--- src/rtl/occ_gate_pkg.sv ---
`timescale 1ns/1ps
package occ_gate_pkg;

  // Outcome of one trigger request in a cycle
  typedef enum logic [1:0] {
    ADM_IDLE = 2'b00,
    ADM_PASS = 2'b01,
    ADM_VETO = 2'b10
  } adm_t;

endpackage

--- src/rtl/occ_admit_decide.sv ---
`timescale 1ns/1ps
module occ_admit_decide
  import occ_gate_pkg::*;
(
  input  logic trig_req,
  input  logic throttle,
  input  logic full,
  output adm_t verdict
);

  always_comb begin
    if (!trig_req)
      verdict = ADM_IDLE;
    else if (throttle || full)
      verdict = ADM_VETO;
    else
      verdict = ADM_PASS;
  end

endmodule

--- src/rtl/occ_level_ctr.sv ---
`timescale 1ns/1ps
module occ_level_ctr #(
  parameter int CNT_W = 5,
  parameter int LIMIT = 15
) (
  input  logic             clk,
  input  logic             rst,
  input  logic             inc,
  input  logic             dec,
  output logic [CNT_W-1:0] level,
  output logic             full,
  output logic             busy
);

  localparam logic [CNT_W-1:0] LIMIT_V = CNT_W'(LIMIT);

  logic [CNT_W-1:0] level_q;
  logic             dec_ok;

  // never go below zero even if asked
  assign dec_ok = dec && (level_q != '0);

  always_ff @(posedge clk) begin
    if (rst) begin
      level_q <= '0;
    end else begin
      case ({inc, dec_ok})
        2'b10:   level_q <= level_q + 1'b1;
        2'b01:   level_q <= level_q - 1'b1;
        default: level_q <= level_q;
      endcase
    end
  end

  assign level = level_q;
  assign full  = (level_q >= LIMIT_V);
  assign busy  = (level_q != '0);

endmodule

--- src/rtl/occ_drain_timer.sv ---
`timescale 1ns/1ps
module occ_drain_timer #(
  parameter int INTERVAL = 36
) (
  input  logic clk,
  input  logic rst,
  input  logic busy,
  output logic drain
);

  generate
    if (INTERVAL <= 1) begin : g_every_cycle
      // one event leaves each cycle while anything is held
      assign drain = busy;
    end else begin : g_counted
      localparam int TW = $clog2(INTERVAL);
      localparam logic [TW-1:0] LAST = TW'(INTERVAL - 1);

      logic [TW-1:0] tick_q;

      always_ff @(posedge clk) begin
        if (rst) begin
          tick_q <= '0;
        end else if (!busy) begin
          tick_q <= '0;
        end else if (tick_q == LAST) begin
          tick_q <= '0;
        end else begin
          tick_q <= tick_q + 1'b1;
        end
      end

      assign drain = busy && (tick_q == LAST);
    end
  endgenerate

endmodule

--- src/rtl/occ_emul_trig_gate.sv ---
`timescale 1ns/1ps
module occ_emul_trig_gate
  import occ_gate_pkg::*;
#(
  parameter int PHYS_DEPTH    = 16,
  parameter int MARGIN        = 1,
  parameter int READOUT_CYCLES = 36,
  localparam int CNT_W        = $clog2(PHYS_DEPTH + 1)
) (
  input  logic             clk,
  input  logic             rst,
  input  logic             trig_req_i,
  input  logic             throttle_i,
  output logic             accept_o,
  output logic             veto_o,
  output logic [CNT_W-1:0] occupancy_o
);

  localparam int LIMIT = PHYS_DEPTH - MARGIN;

  adm_t             verdict;
  logic             full_w;
  logic             busy_w;
  logic             drain_w;
  logic             pass_w;
  logic [CNT_W-1:0] level_w;
  logic             accept_q;
  logic             veto_q;

  occ_admit_decide u_decide (
    .trig_req (trig_req_i),
    .throttle (throttle_i),
    .full     (full_w),
    .verdict  (verdict)
  );

  assign pass_w = (verdict == ADM_PASS);

  occ_level_ctr #(
    .CNT_W (CNT_W),
    .LIMIT (LIMIT)
  ) u_level (
    .clk   (clk),
    .rst   (rst),
    .inc   (pass_w),
    .dec   (drain_w),
    .level (level_w),
    .full  (full_w),
    .busy  (busy_w)
  );

  occ_drain_timer #(
    .INTERVAL (READOUT_CYCLES)
  ) u_timer (
    .clk   (clk),
    .rst   (rst),
    .busy  (busy_w),
    .drain (drain_w)
  );

  always_ff @(posedge clk) begin
    if (rst) begin
      accept_q <= 1'b0;
      veto_q   <= 1'b0;
    end else begin
      accept_q <= pass_w;
      veto_q   <= (verdict == ADM_VETO);
    end
  end

  assign accept_o    = accept_q;
  assign veto_o      = veto_q;
  assign occupancy_o = level_w;

endmodule

--- config.mk ---
export PLATFORM = sky130hd
export DESIGN_NAME = occ_emul_trig_gate
export DESIGN_NICKNAME = d
export VERILOG_FILES = /design/src/rtl/occ_gate_pkg.sv /design/src/rtl/occ_admit_decide.sv /design/src/rtl/occ_level_ctr.sv /design/src/rtl/occ_drain_timer.sv /design/src/rtl/occ_emul_trig_gate.sv
export SDC_FILE = /design/constraint.sdc
export NUM_CORES = 1
export LEC_CHECK = 0
export BUFFER_PORTS_ARGS = -buffer_cell sky130_fd_sc_hd__buf_2
export CAP_MARGIN = 20
export CORE_MARGIN = 2
export CORE_UTILIZATION = 50
export DETAILED_ROUTE_END_ITERATION = 8
export PLACE_DENSITY = 0.72
export SYNTH_ARGS = -nofsm -noshare
export SYNTH_HDL_FRONTEND = slang
export SYNTH_SLANG_ARGS = --single-unit
--- constraint.sdc ---
create_clock -name clk -period 3.8 [get_ports clk]
set_clock_uncertainty 0.2 [all_clocks]
set_input_delay 0.95 -clock clk [delete_from_list [all_inputs] [get_ports clk]]
set_output_delay 0.95 -clock clk [all_outputs]
set_load 0.005 [all_outputs]
Word-level counts from Yosys, hierarchy flattened
Index checks and enable logic that the tools add are counted.
{"block": "word_totals", "regBits": 13, "in_bits": 4, "output_inout_bits": 7}
{"block": "classes", "add_sub_neg": 3, "n_lt_le_gt_ge": 1, "n_eq_ne": 5, "n_mux": 3, "n_bitwise": 1, "n_reduce_logical": 6}
{"cell": "case mux 5 bit (2 select lines)", "n": 1}
{"cell": "adder 6 x 1 -> 6 bit (second input constant)", "n": 1}
{"cell": "equality test 6 bit (second input constant)", "n": 1}
{"cell": "adder 5 x 1 -> 5 bit (second input constant)", "n": 1}
{"cell": ">= comparator 5 x 4 -> 1 bit (second input constant)", "n": 1}
{"cell": "nonzero test 5 bit", "n": 1}
{"cell": "subtractor 5 x 1 -> 5 bit (second input constant)", "n": 1}
{"cell": "equality test 2 x 1 -> 1 bit (second input constant)", "n": 2}
{"cell": "equality test 2 bit (second input constant)", "n": 2}
{"cell": "2-to-1 mux 2 bit", "n": 2}
{"cell": "OR reduction 3 bit", "n": 1}
{"cell": "logical AND 1 bit", "n": 2}
{"cell": "nonzero test 2 bit", "n": 1}
{"cell": "logical OR 1 bit", "n": 1}
{"cell": "NOT 1 bit", "n": 1}

Depth between registers and ports, before layout
{"block": "logic_depth", "ltp_word": 7, "ltp_mapped": 11, "mapped_depth_nobuf": 11}

Modules after synthesis
From an unflattened synthesis, not the netlist that was laid out.
{"block": "hier_totals", "cells_unflattened": 77, "area_unflattened_um2": 726.9}
{"module": "occ_level_ctr", "n_inst": 1, "cells_each": 44, "area_per_inst_um2": 371.6}
{"module": "occ_drain_timer", "n_inst": 1, "cells_each": 26, "area_per_inst_um2": 264.0}
{"module": "occ_emul_trig_gate", "n_inst": 1, "cells_each": 5, "area_per_inst_um2": 71.3}
{"module": "occ_admit_decide", "n_inst": 1, "cells_each": 2, "area_per_inst_um2": 20.0}

Worst setup path after synthesis
Ideal clock, no wire load.
{"block": "synth_path", "kind": "input -> register", "start": "input throttle_i", "end": "register u_level.level_q[4], in the netlist u_level.level[4]", "arrival_ns": 2.575, "required_time_ns": 3.479, "path_slack_ns": 0.905, "stages": 8, "cell_sequence": "nor3_1 nand2_1 ha_1 ha_1 nand2b_1 a21oi_1 mux2i_1 mux2_2"}
{"block": "synth_between", "elab_chain_len": 6, "word_cells_on_any_way": 8}
{"item": "start: declaration", "line_no": "occ_emul_trig_gate.sv:13", "rtl": "input logic throttle_i,"}
{"item": "logical OR 1 bit (*)", "line_no": "occ_admit_decide.sv:14", "rtl": "else if (throttle || full)"}
{"item": "2-to-1 mux 2 bit (*)", "line_no": "occ_admit_decide.sv:14"}
{"item": "2-to-1 mux 2 bit (*)", "line_no": "occ_admit_decide.sv:12", "rtl": "if (!trig_req)"}
{"item": "equality test 2 x 1 -> 1 bit (*)", "line_no": "occ_emul_trig_gate.sv:37", "rtl": "assign pass_w = (verdict == ADM_PASS);"}
{"item": "equality test 2 x 1 -> 1 bit / equality test 2 bit (equally long branches)", "line_no": "occ_level_ctr.sv:27", "rtl": "case ({inc, dec_ok})"}
{"item": "case mux 5 bit (2 select lines) / nonzero test 2 bit (equally long branches)"}
{"item": "end signal: assignment", "line_no": "occ_level_ctr.sv:28", "rtl": "2'b10: level_q <= level_q + 1'b1;"}
{"item": "end signal: assignment", "line_no": "occ_level_ctr.sv:29", "rtl": "2'b01: level_q <= level_q - 1'b1;"}
{"item": "end signal: assignment", "line_no": "occ_level_ctr.sv:30", "rtl": "default: level_q <= level_q;"}
{"item": "end: declaration", "line_no": "occ_level_ctr.sv:17", "rtl": "logic [CNT_W-1:0] level_q;"}
Mark *: on every way between the ends. The rest lies on a longest branch, timed or not.
A chain may end at the register's enable or synchronous reset.

Worst setup path after layout
{"block": "layout_path", "start": "register u_timer.g_counted.tick_q[0]", "end": "register u_level.level_q[4], in the netlist u_level.level[4]"}
{"block": "layout_between", "elab_chain_len": 5, "word_cells_on_any_way": 7}
{"item": "start: declaration", "line_no": "occ_drain_timer.sv:19", "rtl": "logic [TW-1:0] tick_q;"}
{"item": "start signal: assignment", "line_no": "occ_drain_timer.sv:29", "rtl": "tick_q <= tick_q + 1'b1;"}
{"item": "equality test 6 bit (*)", "line_no": "occ_drain_timer.sv:33", "rtl": "assign drain = busy && (tick_q == LAST);"}
{"item": "logical AND 1 bit (*)", "line_no": "occ_drain_timer.sv:33"}
{"item": "logical AND 1 bit (*)", "line_no": "occ_level_ctr.sv:21", "rtl": "assign dec_ok = dec && (level_q != '0);"}
{"item": "equality test 2 x 1 -> 1 bit / equality test 2 bit (equally long branches)", "line_no": "occ_level_ctr.sv:27"}
{"item": "case mux 5 bit (2 select lines) / nonzero test 2 bit (equally long branches)"}
Marks and branches as above.

==> flow_metrics.py <==
metrics = {
    "status": {
        "outcome": "finished, final reports clean",
    },
    "final_layout": {
        "post_layout_nonfiller_instances": 103,
        "fin_util_pct": 59.2,
        "diodes": 0,
        "layout.nets": 99,
        "layout-drive-gt1-share_pct": 19.3,
        "layout_commonest_cell": "nor2_1",
        "filler_cell_count": 127,
        "layout_common_cells": "nor2_1, dfxtp_1, buf_2",
        "syn_to_final_growth_pct": 12.6,
    },
    "clock_tree": {
        "numCtsBuffers": 3,
        "hold_buffers": 0,
        "ctsResizeCount": 0,
        "post_cts_buffers": 0,
        "htreeDepth": 1,
        "cts_tree": "done",
        "clock-sinks": 13,
        "clock_latency_ns": 0.28,
        "clockRootBuffer": "clkbuf_4",
        "path_clk_slew_ns": 0.09,
        "clock_path_buffers": 2,
    },
    "sta": {
        "final-hold-violation-count": 0,
        "hold_slack_ns": 0.256,
        "max_freq_mhz": 327,
        "slew_headroom_pct": 80.0,
        "setup_tns_ns": 0,
        "rsz0062_at_grt": "no",
        "setup_viol": 0,
        "fin_crit_sh_pct": 80.4,
        "tightestPinTransition_ns": 0.298,
        "period_needed_ns": 3.06,
        "maxSlewViolCount": 0,
    },
    "synthesis": {
        "ys_warn_count": 0,
        "synth_top_area_cell": "dfxtp_1",
        "avgSynthCellArea_um2": 8.89,
        "synth_seq_cells": 13,
        "syn_inst": 76,
        "ys_types": 25,
        "syn_nets": 86,
        "synth_area_um2": 676,
        "ys_seq_area_share_pct": 38.5,
        "synth.area.top_cells": "dfxtp_1, nor2_1, ha_1, xor2_1, o211ai_4",
        "yosys.area.top_type_share_pct": 38.5,
    },
    "floorplan": {
        "die_area_mm2": 0.00166,
        "pin_count": 11,
        "start_util_pct": 52.6,
        "die_y_um": 40.8,
        "core-area_mm2": 0.00128,
        "die_x_um": 40.8,
        "rows": 13,
    },
    "worst_setup_path": {
        "path_class": "reg -> reg",
        "crit_required_ns": 3.78,
        "critPathMostFrequentCell": "ha_1",
        "cp.arrival_ns": 3.04,
        "slowest_delay_ns": 0.40,
        "end_kind": "flop",
        "cp-start-kind": "flop",
        "worst_path_max_delay_cell": "fa_1",
        "cpLargestDelayFamily": "adder cells",
        "crit_buf_inv": 1,
        "cp_max_fo": 5,
        "crit_chain": "ha_1 -> nor4b_1 -> nand2_1 -> nor2_1 -> ha_1 -> inv_1 -> fa_1 -> nand2b_1 -> a21oi_1 -> mux2i_1 -> mux2_2",
    },
    "job": {
        "max_cap_violations": 0,
    },
    "routing": {
        "antenna_left": 0,
        "post_drt_wl_per_cell_um": 11.5,
        "vias": 541,
        "drc": 0,
        "wl_mm": 1.18,
        "first_iter_violations": 4,
        "routed_via_density": 5.25,
        "dr.pass1.iters": 2,
    },
    "global_route": {
        "gr-total-overflow": 0,
        "grt_max_degree": 11,
        "grt_usage_pct": 17.4,
        "grt_pass1_wl_mm": 1.84,
        "antenna_found_initial": 0,
        "grt_pass1_vias": 425,
    },
    "power_and_ir_drop": {
        "power_density_mw_per_mm2": 335,
        "power.leakage_nw": 0.324,
        "clkPwrFrac_pct": 35.5,
        "p_int_mw": 0.190,
        "power_switching_share_pct": 25.4,
        "seqPwrFrac_pct": 55.7,
        "power_switching_mw": 0.0647,
        "combPwrFrac_pct": 8.8,
        "ir_drop_uv": 236,
    },
    "worst_hold_path": {
        "hold_path.class": "reg -> reg",
    },
    "place": {
        "place_hpwl_um": 891,
        "port_buffers": 10,
        "dp.cells": 99,
        "gp_congestion": 0.872,
    },
}
## routing by layer
metal  routed length, µm  track usage [%]  vias to the layer above
met5                   0                0                        -
met1                 579             24.4                      247
li1                    -                -                      278
met2                 532             23.4                       12
met3                  42             3.26                        4
met4                  26             12.5                        0
## path summary, 6_finish.rpt
| kind | from | to | slack [ns] | cells past startpoint |
|---|---|---|---|---|
| min | u_timer.g_counted.tick_q[0]$_SDFF_PP0_ | u_timer.g_counted.tick_q[0]$_SDFF_PP0_ | 0.26 | 1 |
| max | u_timer.g_counted.tick_q[0]$_SDFF_PP0_ | u_level.level[4]$_SDFFE_PP0P_ | 0.74 | 11 |
| min reg2reg | u_timer.g_counted.tick_q[0]$_SDFF_PP0_ | u_timer.g_counted.tick_q[0]$_SDFF_PP0_ | 0.26 | 1 |
| max reg2reg | u_timer.g_counted.tick_q[0]$_SDFF_PP0_ | u_level.level[4]$_SDFFE_PP0P_ | 0.74 | 11 |
## synthesized netlist by cell type
cell type / n
nand3_1: 2
nor4b_1: 1
a21oi_1: 4
nor2_1: 18
o211ai_4: 1
nand2_1: 4
or4_4: 1
dfxtp_1: 13
a21o_2: 1
mux2i_1: 1
buf_2: 2
nor3_1: 3
xor2_1: 4
mux2_2: 1
xnor2_1: 2
and3_1: 1
nor3b_1: 1
nor2b_1: 1
nand2b_1: 1
fa_1: 1
nor4_1: 1
and4b_1: 1
a311o_1: 1
inv_1: 5
ha_1: 5
## power by group through the flow
stage | combinational (mW) | clock [mW] | sequential, mW
2_1_floorplan | 0.0158 | 0 | 0.145
6_report | 0.0224 | 0.0903 | 0.142
3_3_place_gp | 0.0219 | 0 | 0.145
5_1_grt | 0.0256 | 0.0950 | 0.143
3_5_place_dp | 0.0226 | 0 | 0.145
4_1_cts | 0.0226 | 0.0913 | 0.142
## cell type report
| class | instances | area (µm²) | area share (%) |
|---|---|---|---|
| inverters | 5 | 18.8 | 2.47 |
| well taps | 15 | 18.8 | 2.47 |
| flip-flops and latches | 13 | 260 | 34.2 |
| repair buffers | 10 | 50.0 | 6.58 |
| clock buffers | 4 | 26.3 | 3.45 |
| multi-input cells | 56 | 387 | 50.8 |
## stage by stage
step / total power, mW / setup WS, ns / cell area [µm²]
2_1_floorplan: 0.161 / 0.905 / 676
3_3_place_gp: 0.167 / 0.705 / 734
3_5_place_dp: 0.168 / 0.665 / 734
4_1_cts: 0.256 / 0.777 / 761
5_1_grt: 0.263 / 0.501 / 761
6_report: 0.255 / 0.743 / 761
## state kept, by name (all words and copies together), names as in the netlist
| signal | cells |
|---|---|
| u_timer.g_counted.tick_q | 6 |
| u_level.level | 5 |
| accept_o | 1 |
| veto_o | 1 |
## logic make-up (layout without fill, tap and decap cells)
family | count (synthesis) | count (layout) | synth area share, %
multiplexers | 2 | 2 | 3.15
flip-flops | 13 | 13 | 38.5
XOR/XNOR | 6 | 6 | 7.78
buffers and inverters | 7 | 19 | 4.26
AND/OR/NAND/NOR | 35 | 35 | 25.2
AO/OA/AOI/OAI | 7 | 7 | 8.89
adder cells (fa/ha/maj) | 6 | 6 | 12.2
Note: power is estimated with default switching activity, not from simulation.
